**src/rtl/refsel_pkg.sv**
```systemverilog
package refsel_pkg;

    typedef enum logic [1:0] {
        ST_IDLE  = 2'd0,
        ST_ARMED = 2'd1,
        ST_SPENT = 2'd2
    } sel_state_e;

    typedef struct packed {
        sel_state_e st;
        logic       sel;
        logic       lol_prev;
    } sel_regs_t;

endpackage

```
**src/rtl/refsel_sync.sv**
```systemverilog
module refsel_sync #(
    parameter int WIDTH  = 1,
    parameter int STAGES = 2
) (
    input  logic             clk,
    input  logic             rst_n,
    input  logic [WIDTH-1:0] async_i,
    output logic [WIDTH-1:0] sync_o
);
    logic [WIDTH-1:0] pipe_q [STAGES];

    always_ff @(posedge clk or negedge rst_n) begin
        if (!rst_n) begin
            for (int i = 0; i < STAGES; i++) pipe_q[i] <= '0;
        end else begin
            pipe_q[0] <= async_i;
            for (int i = 1; i < STAGES; i++) pipe_q[i] <= pipe_q[i-1];
        end
    end

    assign sync_o = pipe_q[STAGES-1];
endmodule

```
**src/rtl/refsel_holdoff.sv**
```systemverilog
module refsel_holdoff #(
    parameter int HOLD = 0
) (
    input  logic clk,
    input  logic rst_n,
    input  logic count_en,
    output logic done_o
);
    generate
        if (HOLD == 0) begin : g_none
            logic unused_hold;
            assign unused_hold = ^{clk, rst_n, count_en};
            assign done_o = 1'b1;
        end else begin : g_count
            localparam int CW = $clog2(HOLD + 1);
            logic [CW-1:0] cnt_d, cnt_q;

            always_comb begin
                cnt_d = cnt_q;
                if (!count_en)               cnt_d = '0;
                else if (cnt_q != CW'(HOLD)) cnt_d = cnt_q + 1'b1;
            end

            always_ff @(posedge clk or negedge rst_n) begin
                if (!rst_n) cnt_q <= '0;
                else        cnt_q <= cnt_d;
            end

            assign done_o = (cnt_q == CW'(HOLD));
        end
    endgenerate
endmodule

```
**src/rtl/refsel_failover.sv**
```systemverilog
module refsel_failover
    import refsel_pkg::*;
#(
    parameter int SYNC_STAGES    = 2,
    parameter int HOLDOFF_CYCLES = 0
) (
    input  logic clk,
    input  logic rst_n,
    input  logic man_sel_i,
    input  logic auto_en_i,
    input  logic lol_i,
    output logic ref_ack_o,
    output logic mux_sel_o,
    output logic armed_o,
    output logic spent_o
);
    localparam int NSYNC = 3;

    logic [NSYNC-1:0] raw_in, syn_in;
    logic man_s, auto_s, lol_s;
    logic hold_done, hold_en, lol_rise;
    sel_regs_t r_d, r_q;

    assign raw_in = {man_sel_i, auto_en_i, lol_i};

    refsel_sync #(.WIDTH(NSYNC), .STAGES(SYNC_STAGES)) u_sync (
        .clk    (clk),
        .rst_n  (rst_n),
        .async_i(raw_in),
        .sync_o (syn_in)
    );

    assign {man_s, auto_s, lol_s} = syn_in;
    assign hold_en = auto_s && (r_q.st == ST_IDLE);

    refsel_holdoff #(.HOLD(HOLDOFF_CYCLES)) u_hold (
        .clk     (clk),
        .rst_n   (rst_n),
        .count_en(hold_en),
        .done_o  (hold_done)
    );

    assign lol_rise = lol_s && !r_q.lol_prev;

    always_comb begin
        r_d          = r_q;
        r_d.lol_prev = lol_s;
        if (!auto_s) begin
            r_d.st  = ST_IDLE;
            r_d.sel = man_s;
        end else begin
            unique case (r_q.st)
                ST_IDLE: begin
                    r_d.sel = man_s;
                    if (!lol_s && hold_done) r_d.st = ST_ARMED;
                end
                ST_ARMED: begin
                    if (lol_rise) begin
                        r_d.st  = ST_SPENT;
                        r_d.sel = ~r_q.sel;
                    end
                end
                ST_SPENT: begin
                    r_d.st = ST_SPENT;
                end
                default: begin
                    r_d.st  = ST_IDLE;
                    r_d.sel = man_s;
                end
            endcase
        end
    end

    always_ff @(posedge clk or negedge rst_n) begin
        if (!rst_n) begin
            r_q.st       <= ST_IDLE;
            r_q.sel      <= 1'b0;
            r_q.lol_prev <= 1'b0;
        end else begin
            r_q <= r_d;
        end
    end

    assign ref_ack_o = r_q.sel;
    assign mux_sel_o = r_q.sel;
    assign armed_o   = (r_q.st == ST_ARMED);
    assign spent_o   = (r_q.st == ST_SPENT);
endmodule

```
**config.mk**
```make
export PLATFORM = sky130hd
export DESIGN_NAME = refsel_failover
export DESIGN_NICKNAME = d
export VERILOG_FILES = /design/src/rtl/refsel_pkg.sv /design/src/rtl/refsel_sync.sv /design/src/rtl/refsel_holdoff.sv /design/src/rtl/refsel_failover.sv
export SDC_FILE = /design/constraint.sdc
export NUM_CORES = 1
export LEC_CHECK = 0
export BUFFER_PORTS_ARGS = -buffer_cell sky130_fd_sc_hd__buf_2
export CORE_AREA = 3 3 40 42
export DETAILED_ROUTE_END_ITERATION = 8
export DIE_AREA = 0 0 43 45
export SLEW_MARGIN = 20
export SYNTH_ARGS = -nofsm -noshare
export SYNTH_HDL_FRONTEND = slang
export SYNTH_SLANG_ARGS = --single-unit
```
**constraint.sdc**
```tcl
create_clock -name clk -period 1.77 [get_ports clk]
set_input_delay 0.0885 -clock clk [delete_from_list [all_inputs] [get_ports clk]]
set_output_delay 0.0885 -clock clk [all_outputs]
set_load 0.05 [all_outputs]
```
==> results of run 1 <==
## critical path, delay by kind of cell (launching register included)
kind	cells	cell delay (ps)
flip-flops	1	390
buffers and inverters	1	80
AO/OA/AOI/OAI	1	140
adder cells (fa/ha/maj)	1	250
AND/OR/NAND/NOR	2	470
## flip-flops by register name (all words and copies together) (netlist names)
| signal | count |
|---|---|
| mux_sel_o | 1 |
| r_q | 3 |
| u_sync.pipe_q | 3 |
| u_sync.sync_o | 3 |
## where the power goes
part | switching (mW) | total, mW | internal, mW | leakage [nW]
Clock | 0.0731 | 0.198 | 0.125 | 0.0210
Combinational | 0.136 | 0.198 | 0.0626 | 0.110
Sequential | 0.0165 | 0.269 | 0.253 | 0.120
Total | 0.225 | 0.665 | 0.440 | 0.250
## metal layers
| metal | vias up | routed length [microns] |
|---|---|---|
| li1 | 137 | - |
| met1 | 120 | 254 |
| met2 | 9 | 288 |
| met3 | 0 | 37 |
| met4 | 0 | 0 |
| met5 | - | 0 |
## cell usage after synthesis
cell      instances  share of area (%)
o311a_1           1                2.5
dfrtp_1          10                 64
buf_4             1                1.9
mux2i_1           1                2.5
a21oi_1           2                2.5
ha_1              3                9.6
nand2b_1          2                3.2
nand2_1           3                2.9
or4_1             1                1.9
o21ai_0           2                2.5
inv_1             2                1.9
inv_2             1               0.95
nor2_1            2                1.9
a22oi_1           1                1.9
## through the flow
stage               cell area, sq um  setup WS (ps)  hold slack (ps)  instances
finish                         520.5          313.5            208.3         62
global route                   520.5          244.1            224.3         62
CTS                            520.5          307.2            205.0         62
detailed placement             444.2          327.7           -46.70         54
global placement               444.2          344.6           -41.09         54
floorplan                      392.9          55.46           -207.1         32
## cells by family (layout without fill, tap and decap cells)
family	after synthesis	in the layout	share of synthesized area, %
AO/OA/AOI/OAI	6	6	9.555
adder cells (fa/ha/maj)	3	3	9.555
buffers and inverters	4	19	4.778
flip-flops	10	10	63.69
multiplexers	1	1	2.548
AND/OR/NAND/NOR	8	8	9.873
## worst max path at each step
stage	from	end	slack [ps]	depth (start not counted)
detailed placement	r_q[3]	mux_sel_o	330	5
global placement	r_q[3]	mux_sel_o	340	5
global route	r_q[3]	mux_sel_o	240	5
finish	r_q[3]	mux_sel_o	310	5
CTS	r_q[3]	mux_sel_o	310	5
floorplan	r_q[3]	mux_sel_o	60	5
## what timing repair did
item,CTS,global route
endpoints found under the hold margin,13,0
hold buffers,4,0
setup buffers,0,0
## layout make-up
cell class	count	area, sq um
well taps	15	18.77
flip-flops and latches	10	250.2
fillers	121	764.5
inverters	3	11.26
multi-input cells	18	123.9
repair buffers	12	80.08
clock buffers	4	36.28
==> impl_results.rst, run 1 <==
.. list-table::
   :header-rows: 1

   * - Metric
     - Value
   * - Status
     - finished clean
   * - Area delta synth->final
     - 32.48%
   * - Number of cells on the worst reg-to-reg path
     - 5
   * - Met2 track utilization from global routing
     - 10.48%
   * - Largest stage delay on the critical path
     - ~400 ps
   * - Count of inserted antenna diode cells
     - 0
   * - Areal power density over the cells
     - 1278 nW/um^2
   * - Required time of the critical path
     - approximately 1900 ps
   * - Post-route clock skew
     - 6.759 ps
   * - Category of the worst setup path launch point
     - flop
   * - Synthesis-stage register bit count
     - 10
   * - Worst max-slew margin expressed relative to the limit
     - 83.53%
   * - GR Util All Layers
     - between 6 and 7%
   * - CTS HTree Levels
     - 1
   * - Skew-Pair Late Insertion Delay
     - 260 ps
   * - Worst hold path class
     - in2async
   * - Met3 track utilization from global routing
     - roughly 1.2%
   * - Gr busiest metal
     - met2
   * - Count of maximum capacitance violations
     - 0
   * - Worst reg-to-reg setup slack
     - 310 ps
   * - Number of core rows
     - 13
   * - Total power of the final layout
     - approximately 0.66 mW
   * - Final number of max-transition violations
     - 0
   * - Maximum clock frequency
     - approximately 0.69 GHz
   * - Average cell area after synthesis
     - 12.28 sq um
   * - Origin of the critical flop-to-flop path
     - r_q[3]
   * - Cell variety after synth
     - 14
   * - Post-synthesis instance area
     - ~390 sq um
   * - Number of warnings printed during yosys synthesis
     - 0
   * - Placer congestion estimate
     - 0.7632
   * - CP Capture Type
     - flop
   * - Seq/Total Area, Yosys
     - 63.69%
   * - Cell-by-cell trace of the critical path
     - inv_1 > ha_1 > nand2_1 > or4_1 > o311a_1
   * - Post-Syn Instances
     - 32
   * - Synthesized net count
     - 40
   * - Count of buffers inserted at the top-level ports
     - 8
   * - Per-cell routed wire length
     - 9.339 microns
   * - Post-route ant nets
     - 0
   * - Starting DRC count in detailed routing
     - 2
   * - Router iterations before antenna repair
     - 2
   * - Starting density of the core
     - 30.57%
   * - Number of global-route vias before repair
     - between 200 and 250
   * - Sinks on the clock net
     - 10
   * - Critical Path Slowest Stage Cell
     - or4_1
   * - Via-to-Cell Ratio
     - 4.290
   * - Floorplan Core Area
     - 1285 sq um
   * - First-pass GRT wire length
     - about 950 microns
   * - Overall die area
     - 1935 sq um
   * - Setup_tns
     - 0 ps
   * - Maximum resistive drop on vdd
     - 0.4832 mV
   * - Maximum buffer depth of the clock tree
     - 2
   * - Antenna violations before repair
     - 0
   * - Number of failing hold endpoints at the final stage
     - 0
   * - GRT met1 Usage
     - 8.081%
   * - Remaining DRCs
     - 0
   * - IO Pins
     - 9
   * - Highest fanout seen on the critical path
     - 7
   * - Height of the chip
     - 45 microns
   * - Number of buffers added by the clock tree synthesis step
     - 3
   * - Cells resized by post-CTS repair
     - 0
   * - Via Count
     - about 270
   * - Unrepaired setup endpoints after global routing
     - no
   * - Commonest non-fill, non-tap cell in the layout
     - dfrtp_1
   * - Final setup fails
     - 0
   * - Tcrit/Tclk final
     - between 80% and 90%
   * - Width of the die
     - 43 microns
   * - Arrival time at the worst endpoint
     - 1600 ps
   * - Remaining global-route overflow
     - 0
   * - Root buffer cell
     - clkbuf_4
   * - Nets
     - 56
   * - Clock tree from TritonCTS
     - done
   * - Leakage component of the power
     - between 0.2 and 0.3 nW
   * - Reg-to-Reg End
     - mux_sel_o
   * - Final design utilization
     - 40.51%
   * - Period minus WS final
     - 1456 ps
   * - Critical path class
     - reg2reg
   * - Total wire length
     - approximately 580 microns
   * - Commonest cells after routing, fill and taps aside
     - 10 x dfrtp_1, 8 x buf_2, 4 x dlygate4sd3_1
   * - Clock-pin slew on the worst setup and hold paths
     - about 70 ps
   * - Largest net degree at the start of global routing
     - 11
   * - Measured slew at the worst slew-check pin
     - 248.7 ps
   * - Ratio of cells with drive above 1 in the final layout
     - between 20% and 30%
(Power assumes the default switching activity.)
==> run 2, diff against run 1 <==
Clock period 1.77 ns to 1.3 ns, I/O delays scaled along.
==> impl_results.rst, run 2 (synthesis gave the netlist of run 1 again) <==
.. list-table::
   :header-rows: 1

   * - Metric
     - Value
   * - Area delta synth->final
     - 62.42%
   * - CP Capture Type
     - flop
   * - Height of the chip
     - 45 microns (unchanged)
   * - Reg-to-Reg End
     - mux_sel_o
   * - Maximum resistive drop on vdd
     - 0.9477 mV (+96%)
   * - Category of the worst setup path launch point
     - flop
   * - Required time of the critical path
     - 1450 ps (-460 ps)
   * - Ratio of cells with drive above 1 in the final layout
     - 50.91% (+23 points)
   * - First-pass GRT wire length
     - 1166 microns (+23%)
   * - Areal power density over the cells
     - 1646 nW/um^2 (+29%)
   * - Starting density of the core
     - 30.57% (unchanged)
   * - Commonest non-fill, non-tap cell in the layout
     - dfrtp_1
   * - Worst reg-to-reg setup slack
     - -60 ps (-380 ps)
   * - Measured slew at the worst slew-check pin
     - 247.7 ps (-0.9761 ps)
   * - Largest net degree at the start of global routing
     - 11 (unchanged)
   * - Tcrit/Tclk final
     - 104.8% (+22 points)
   * - Floorplan Core Area
     - 1285 sq um (unchanged)
   * - Final number of max-transition violations
     - 0 (unchanged)
   * - Starting DRC count in detailed routing
     - 9 (+7)
   * - Highest fanout seen on the critical path
     - 3 (-4)
   * - Post-route clock skew
     - 4.465 ps (-2.294 ps)
   * - CTS HTree Levels
     - 1 (unchanged)
   * - Number of buffers added by the clock tree synthesis step
     - 3 (unchanged)
   * - Overall die area
     - 1935 sq um (unchanged)
   * - Skew-Pair Late Insertion Delay
     - 260 ps (about the same)
   * - Period minus WS final
     - 1362 ps (-94.49 ps)
   * - Number of core rows
     - 13 (unchanged)
   * - Via-to-Cell Ratio
     - 4.214 (-1.8%)
   * - Per-cell routed wire length
     - 9.957 microns (+6.6%)
   * - Worst hold path class
     - in2async
   * - Arrival time at the worst endpoint
     - 1510 ps (-90 ps)
   * - Commonest cells after routing, fill and taps aside
     - 10 x dfrtp_1, 8 x buf_4, 6 x buf_2
   * - Total wire length
     - 697 microns (+20%)
   * - Remaining DRCs
     - 0 (unchanged)
   * - Maximum clock frequency
     - 0.7342 GHz (+6.9%)
   * - Min setup slack post-route
     - -61.97 ps (-375.5 ps)
   * - Width of the die
     - 43 microns (unchanged)
   * - Origin of the critical flop-to-flop path
     - r_q[3]
   * - Root buffer cell
     - clkbuf_4
   * - Worst Setup Slack post-DPL
     - -77.75 ps (-405.5 ps)
   * - Router iterations before antenna repair
     - 2 (unchanged)
   * - Critical path class
     - reg2reg
   * - Worst max-slew margin expressed relative to the limit
     - 83.60% (about the same)
   * - Placer congestion estimate
     - 0.7754 (+1.6%)
   * - Via Count
     - 295 (+11%)
   * - Number of failing hold endpoints at the final stage
     - 0 (unchanged)
   * - Post-route ant nets
     - 0 (unchanged)
   * - Clock-pin slew on the worst setup and hold paths
     - 70 ps (about the same)
   * - Remaining global-route overflow
     - 0 (unchanged)
   * - Part of the total power dissipated in sequential elements
     - 35.3% (-5.1 points)
   * - Internal
     - 0.6929 mW (+58%)
   * - Nets
     - 64 (+14%)
   * - Switching power summed over all nets
     - 0.3572 mW (+59%)
   * - Switching portion of total power
     - 34.01% (+0.13 points)
   * - Post-route worst hold slack
     - 192.0 ps (-16.32 ps)
   * - Antenna violations before repair
     - 0 (unchanged)
   * - Multi-input logic area
     - 168.9 sq um (+36%)
   * - Filler cell count in the final layout
     - 118 (-2.5%)
   * - FF+latch area
     - 250.2 sq um (unchanged)
   * - IO Pins
     - 9 (unchanged)
   * - Clock share of power
     - 25.7% (-4.0 points)
   * - Critical Path Slowest Stage Cell
     - or4_1
   * - Clock tree from TritonCTS
     - done
   * - Sinks on the clock net
     - 10 (unchanged)
   * - Largest stage delay on the critical path
     - 490 ps (+90 ps)
   * - Unrepaired setup endpoints after global routing
     - yes
   * - Status
     - complete, but fails checks
   * - Number of cells on the worst reg-to-reg path
     - 5 (unchanged)
   * - Number of global-route vias before repair
     - 294 (+20%)
   * - Maximum buffer depth of the clock tree
     - 2 (unchanged)
   * - Combinational cell fraction of total power
     - 39.0% (+9.2 points)
   * - GR Util All Layers
     - 9.060% (+2.1 points)
   * - Final setup fails
     - 1 (+1)
   * - Count of inserted antenna diode cells
     - 0 (unchanged)
   * - Count of maximum capacitance violations
     - 0 (unchanged)
   * - Final design utilization
     - 49.66% (+9.2 points)
   * - Count of buffers inserted at the top-level ports
     - 8 (unchanged)
   * - Cell-by-cell trace of the critical path
     - inv_2 > ha_4 > nand2_2 > or4_1 > o311a_1
   * - Leakage component of the power
     - 0.2939 nW (+17%)
   * - Failing checks
     - setup timing
==> run 2: repair_timing <==
item                       4_1_cts  5_1_grt
setup endpoints to repair        4        4
pin swaps                        3        2
setup buffers                    1        1
hold buffers                     4        0
hold endpoints to repair        13        0
gates resized for setup          5        3
==> run 2: layout make-up <==
cell class | instances | area share [%]
Sequential cell | 10 | 39.22
Timing Repair Buffer | 20 | 23.92
Clock buffer | 4 | 5.686
Tap cell | 15 | 2.941
Inverter | 3 | 1.765
Multi-Input combinational cell | 18 | 26.47
==> run 2: worst max-delay path: cells and delay by family (launching register included) <==
kind	cells	cell delay (ps)
AOI/OAI and AO/OA	1	110
and+or+nand+nor	2	530
buffers and inverters	1	80
adders and majority gates	1	130
DFF	1	400
==> run 2: power by group through the flow <==
| stage | Clock, mW | Sequential (mW) | Combinational [mW] |
|---|---|---|---|
| 2_1_floorplan | 0 | 0.402 | 0.230 |
| 3_3_place_gp | 0 | 0.379 | 0.329 |
| 3_5_place_dp | 0 | 0.381 | 0.333 |
| 4_1_cts | 0.284 | 0.369 | 0.386 |
| 5_1_grt | 0.301 | 0.375 | 0.445 |
| 6_report | 0.270 | 0.370 | 0.410 |
==> run 2: metal layers <==
layer  GRT usage (%)  share of wire, %  vias up
met1           9.367                45      130
li1                -                 -      154
met5               0                 0        -
met4           7.229                 0        0
met3           4.781               7.0        0
met2           13.77                48       11
==> run 2: worst max path at each step <==
stage            from        end  slack, ps  depth (start not counted)
4_1_cts        r_q[3]  mux_sel_o        -70                          5
6_report       r_q[3]  mux_sel_o        -60                          5
3_3_place_gp   r_q[2]  mux_sel_o        -60                          4
5_1_grt        r_q[3]  mux_sel_o       -120                          5
3_5_place_dp   r_q[2]  mux_sel_o        -80                          4
2_1_floorplan  r_q[3]  mux_sel_o       -140                          5
==> run 2: stage by stage <==
step / power (mW) / area, sq um / instances / TNS, ps
CTS: 1.039 / 621.8 / 70 / -72.01
global route: 1.122 / 638.1 / 70 / -159.8
floorplan: 0.6327 / 417.9 / 32 / -141.5
finish: 1.050 / 638.1 / 70 / -61.97
global placement: 0.7088 / 521.8 / 61 / -108.5
detailed placement: 0.7139 / 521.8 / 61 / -132.5
==> run 3, diff against run 2 <==
Settings changed: ABC_AREA set to 1, GPL_TIMING_DRIVEN set to 0.
==> impl_results.rst, run 3 <==
.. list-table::
   :header-rows: 1

   * - Metric
     - Value
   * - Setup_tns
     - 0 ps (+61.97 ps)
   * - Number of warnings printed during yosys synthesis
     - 0 (unchanged)
   * - Areal power density over the cells
     - 2161 nW/um^2 (+31%)
   * - Final standard cell count with taps included and fillers excluded
     - 72 (+2.9%)
   * - Final setup fails
     - 0 (-1)
   * - HPWL Detailed
     - 453.4 microns
   * - Top cells by area, synth
     - dfrtp_1 60%, nand2_1 12%, ha_1 9.1%, nand2_2 6.0%, inv_1 4.5%
   * - GR Util All Layers
     - 8.003% (-1.1 points)
   * - Average cell area after synthesis
     - 10.10 sq um (-18%)
   * - Worst max-slew margin expressed relative to the limit
     - 83.55% (about the same)
   * - Leakage component of the power
     - 0.3039 nW (+3.4%)
   * - Critical Path Slowest Stage Cell
     - dfrtp_1
   * - Number of global-route vias before repair
     - 273 (-7.1%)
   * - Commonest cells after routing, fill and taps aside
     - 13 x nand2_1, 10 x dfrtp_1, 6 x buf_2
   * - Largest stage delay on the critical path
     - 400 ps (-90 ps)
   * - Starting DRC count in detailed routing
     - 1 (-8)
   * - Filler cell count in the final layout
     - 130 (+10%)
   * - Starting density of the core
     - 32.23% (+1.7 points)
   * - Category of the worst setup path launch point
     - flop
   * - First-pass GRT wire length
     - 1090 microns (-6.5%)
   * - CTS HTree Levels
     - 1 (unchanged)
   * - Unrepaired setup endpoints after global routing
     - no
   * - Clock tree from TritonCTS
     - done
   * - Number of cells on the worst reg-to-reg path
     - 7 (+2)
   * - Via Count
     - 290 (-1.7%)
   * - Count of maximum capacitance violations
     - 0 (unchanged)
   * - Final number of max-transition violations
     - 0 (unchanged)
   * - Antenna violations before repair
     - 0 (unchanged)
   * - Cell variety after synth
     - 9 (-5)
   * - Ratio of cells with drive above 1 in the final layout
     - 35.09% (-16 points)
   * - Seq/Total Area, Yosys
     - 60.42% (-3.3 points)
   * - Critical path class
     - reg2out
   * - Sinks on the clock net
     - 10 (unchanged)
   * - Via-to-Cell Ratio
     - 4.028 (-4.4%)
   * - IO Pins
     - 9 (unchanged)
   * - Synth Flop Type
     - dfrtp_1
   * - Post-Syn Instances
     - 41 (+28%)
   * - Number of failing hold endpoints at the final stage
     - 0 (unchanged)
   * - Remaining global-route overflow
     - 0 (unchanged)
   * - Count of buffers inserted at the top-level ports
     - 8 (unchanged)
   * - Cell count after placement
     - 64 (+4.9%)
   * - Per-cell routed wire length
     - 8.069 microns (-19%)
   * - FFs w/ async S/R, synth
     - 100.0% (unchanged)
   * - Total wire length
     - 581 microns (-17%)
   * - EDFF count, synth
     - 0 (unchanged)
   * - Clock-pin slew on the worst setup and hold paths
     - 60 ps (about the same)
   * - Width of the die
     - 43 microns (unchanged)
   * - Measured slew at the worst slew-check pin
     - 248.5 ps (+0.7277 ps)
   * - Status
     - finished clean
   * - Required time of the critical path
     - 1240 ps (-210 ps)
   * - Root buffer cell
     - clkbuf_4
   * - Final design utilization
     - 43.82% (-5.8 points)
   * - Nets
     - 66 (+3.1%)
   * - Router iterations before antenna repair
     - 2 (unchanged)
   * - Cell type with the largest total area after synthesis
     - dfrtp_1
   * - Maximum buffer depth of the clock tree
     - 2 (unchanged)
   * - Fraction of synthesized cell area taken by the top area cell type
     - 60.42% (-3.3 points)
   * - Overall die area
     - 1935 sq um (unchanged)
   * - Post-synthesis instance area
     - 414.1 sq um (+5.4%)
   * - Post-route ant nets
     - 0 (unchanged)
   * - Synthesis-stage register bit count
     - 10 (unchanged)
   * - Placer congestion estimate
     - 0.6578 (-15%)
   * - Height of the chip
     - 45 microns (unchanged)
   * - Number of buffers added by the clock tree synthesis step
     - 3 (unchanged)
   * - Worst hold path class
     - in2async
   * - Post-route clock skew
     - 4.770 ps (+0.3050 ps)
   * - CP Capture Type
     - output pin
   * - Number of core rows
     - 13 (unchanged)
   * - Skew-Pair Late Insertion Delay
     - 260 ps (about the same)
   * - Period minus WS final
     - 1219 ps (-142.8 ps)
   * - Setup fix buffers added after clock tree synthesis
     - 0 (-1)
   * - Area delta synth->final
     - 35.95%
   * - Maximum resistive drop on vdd
     - 0.7340 mV (-23%)
   * - Highest fanout seen on the critical path
     - 3 (unchanged)
   * - Count of inserted antenna diode cells
     - 0 (unchanged)
   * - Synthesized net count
     - 49 (+23%)
   * - Cell-by-cell trace of the critical path
     - inv_1 > ha_2 > clkbuf_4
   * - Arrival time at the worst endpoint
     - 1150 ps (-360 ps)
   * - Remaining DRCs
     - 0 (unchanged)
   * - Cell with the most instances after synthesis
     - nand2_1
   * - Tcrit/Tclk final
     - 93.78% (-11 points)
   * - Commonest non-fill, non-tap cell in the layout
     - nand2_1
   * - Largest net degree at the start of global routing
     - 11 (unchanged)
   * - Maximum clock frequency
     - 0.8202 GHz (+12%)
   * - Floorplan Core Area
     - 1285 sq um (unchanged)
   * - Commonest cells post-synth
     - 13 x nand2_1, 10 x dfrtp_1, 5 x inv_1, 4 x nand2_2
[run 3: cell count changes after synthesis, sizes merged, moves of 2 or more]
cell	previous run	this run
nor2	2	0
o21ai	2	0
nand2b	2	0
nand3	0	3
inv	3	6
nand2	3	17
a21oi	2	0
[run 3: path summary, 6_finish.rpt]
| path | startpoint | end | slack (ps) |
|---|---|---|---|
| min in group clk | u_sync.pipe_q[3] | u_sync.sync_o[0] | 350 |
| hold / removal | rst_n | u_sync.sync_o[0] | 180 |
| hold reg to reg | u_sync.pipe_q[3] | u_sync.sync_o[0] | 350 |
| setup / recovery | r_q[2] | spent_o | 80 |
| max in group asynchronous | rst_n | u_sync.pipe_q[3] | 930 |
| setup reg to reg | r_q[3] | r_q[3] | 160 |
[run 3: report_power, final]
group          internal [mW]  switching, mW
Combinational          0.183          0.359
Clock                  0.170          0.100
Sequential             0.365         0.0398
[run 3: layer usage]
metal | vias to the layer above | track usage, % | share of wire, %
met5 | - | 0 | 0
li1 | 157 | - | -
met2 | 10 | 11.68 | 42
met1 | 121 | 9.476 | 49
met4 | 0 | 7.229 | 2.8
met3 | 2 | 2.390 | 6.9
[run 3: worst max-delay path: cells and delay by family (launching register included)]
family	cells	cell delay, ps
fa+ha+maj	1	180
buf+inv	2	310
flops	1	400
[run 3: kinds of logic after synthesis]
group / synth area share (%)
buffers and inverters: 7.251
AND/OR/NAND/NOR: 23.26
adder cells (fa/ha/maj): 9.064
flip-flops: 60.42
[run 3: timing repair]
action / 4_1_cts / 5_1_grt
hold buffers: 4 / 0
endpoints found under the setup margin: 0 / 2
resized for setup: 0 / 4
endpoints found under the hold margin: 13 / 0
[run 3: through the flow]
step	cell area, sq um	setup slack, ps	hold WS (ps)	total power, mW
3_5_place_dp	478.0	160.3	-65.27	0.9239
2_1_floorplan	419.2	33.78	-230.6	0.8356
4_1_cts	554.3	3.704	182.5	1.212
6_report	563.0	80.82	183.5	1.216
3_3_place_gp	478.0	179.1	-65.67	0.9149
5_1_grt	563.0	2.574	195.3	1.329
[run 3: cell type report]
type	instances	area (sq um)	area share, %
flip-flops and latches	10	250.2	44.44
multi-input cells	24	138.9	24.67
repair buffers	12	88.84	15.78
clock buffers	4	36.28	6.444
inverters	6	22.52	4.000
well taps	15	18.77	3.333
plain buffers	1	7.507	1.333
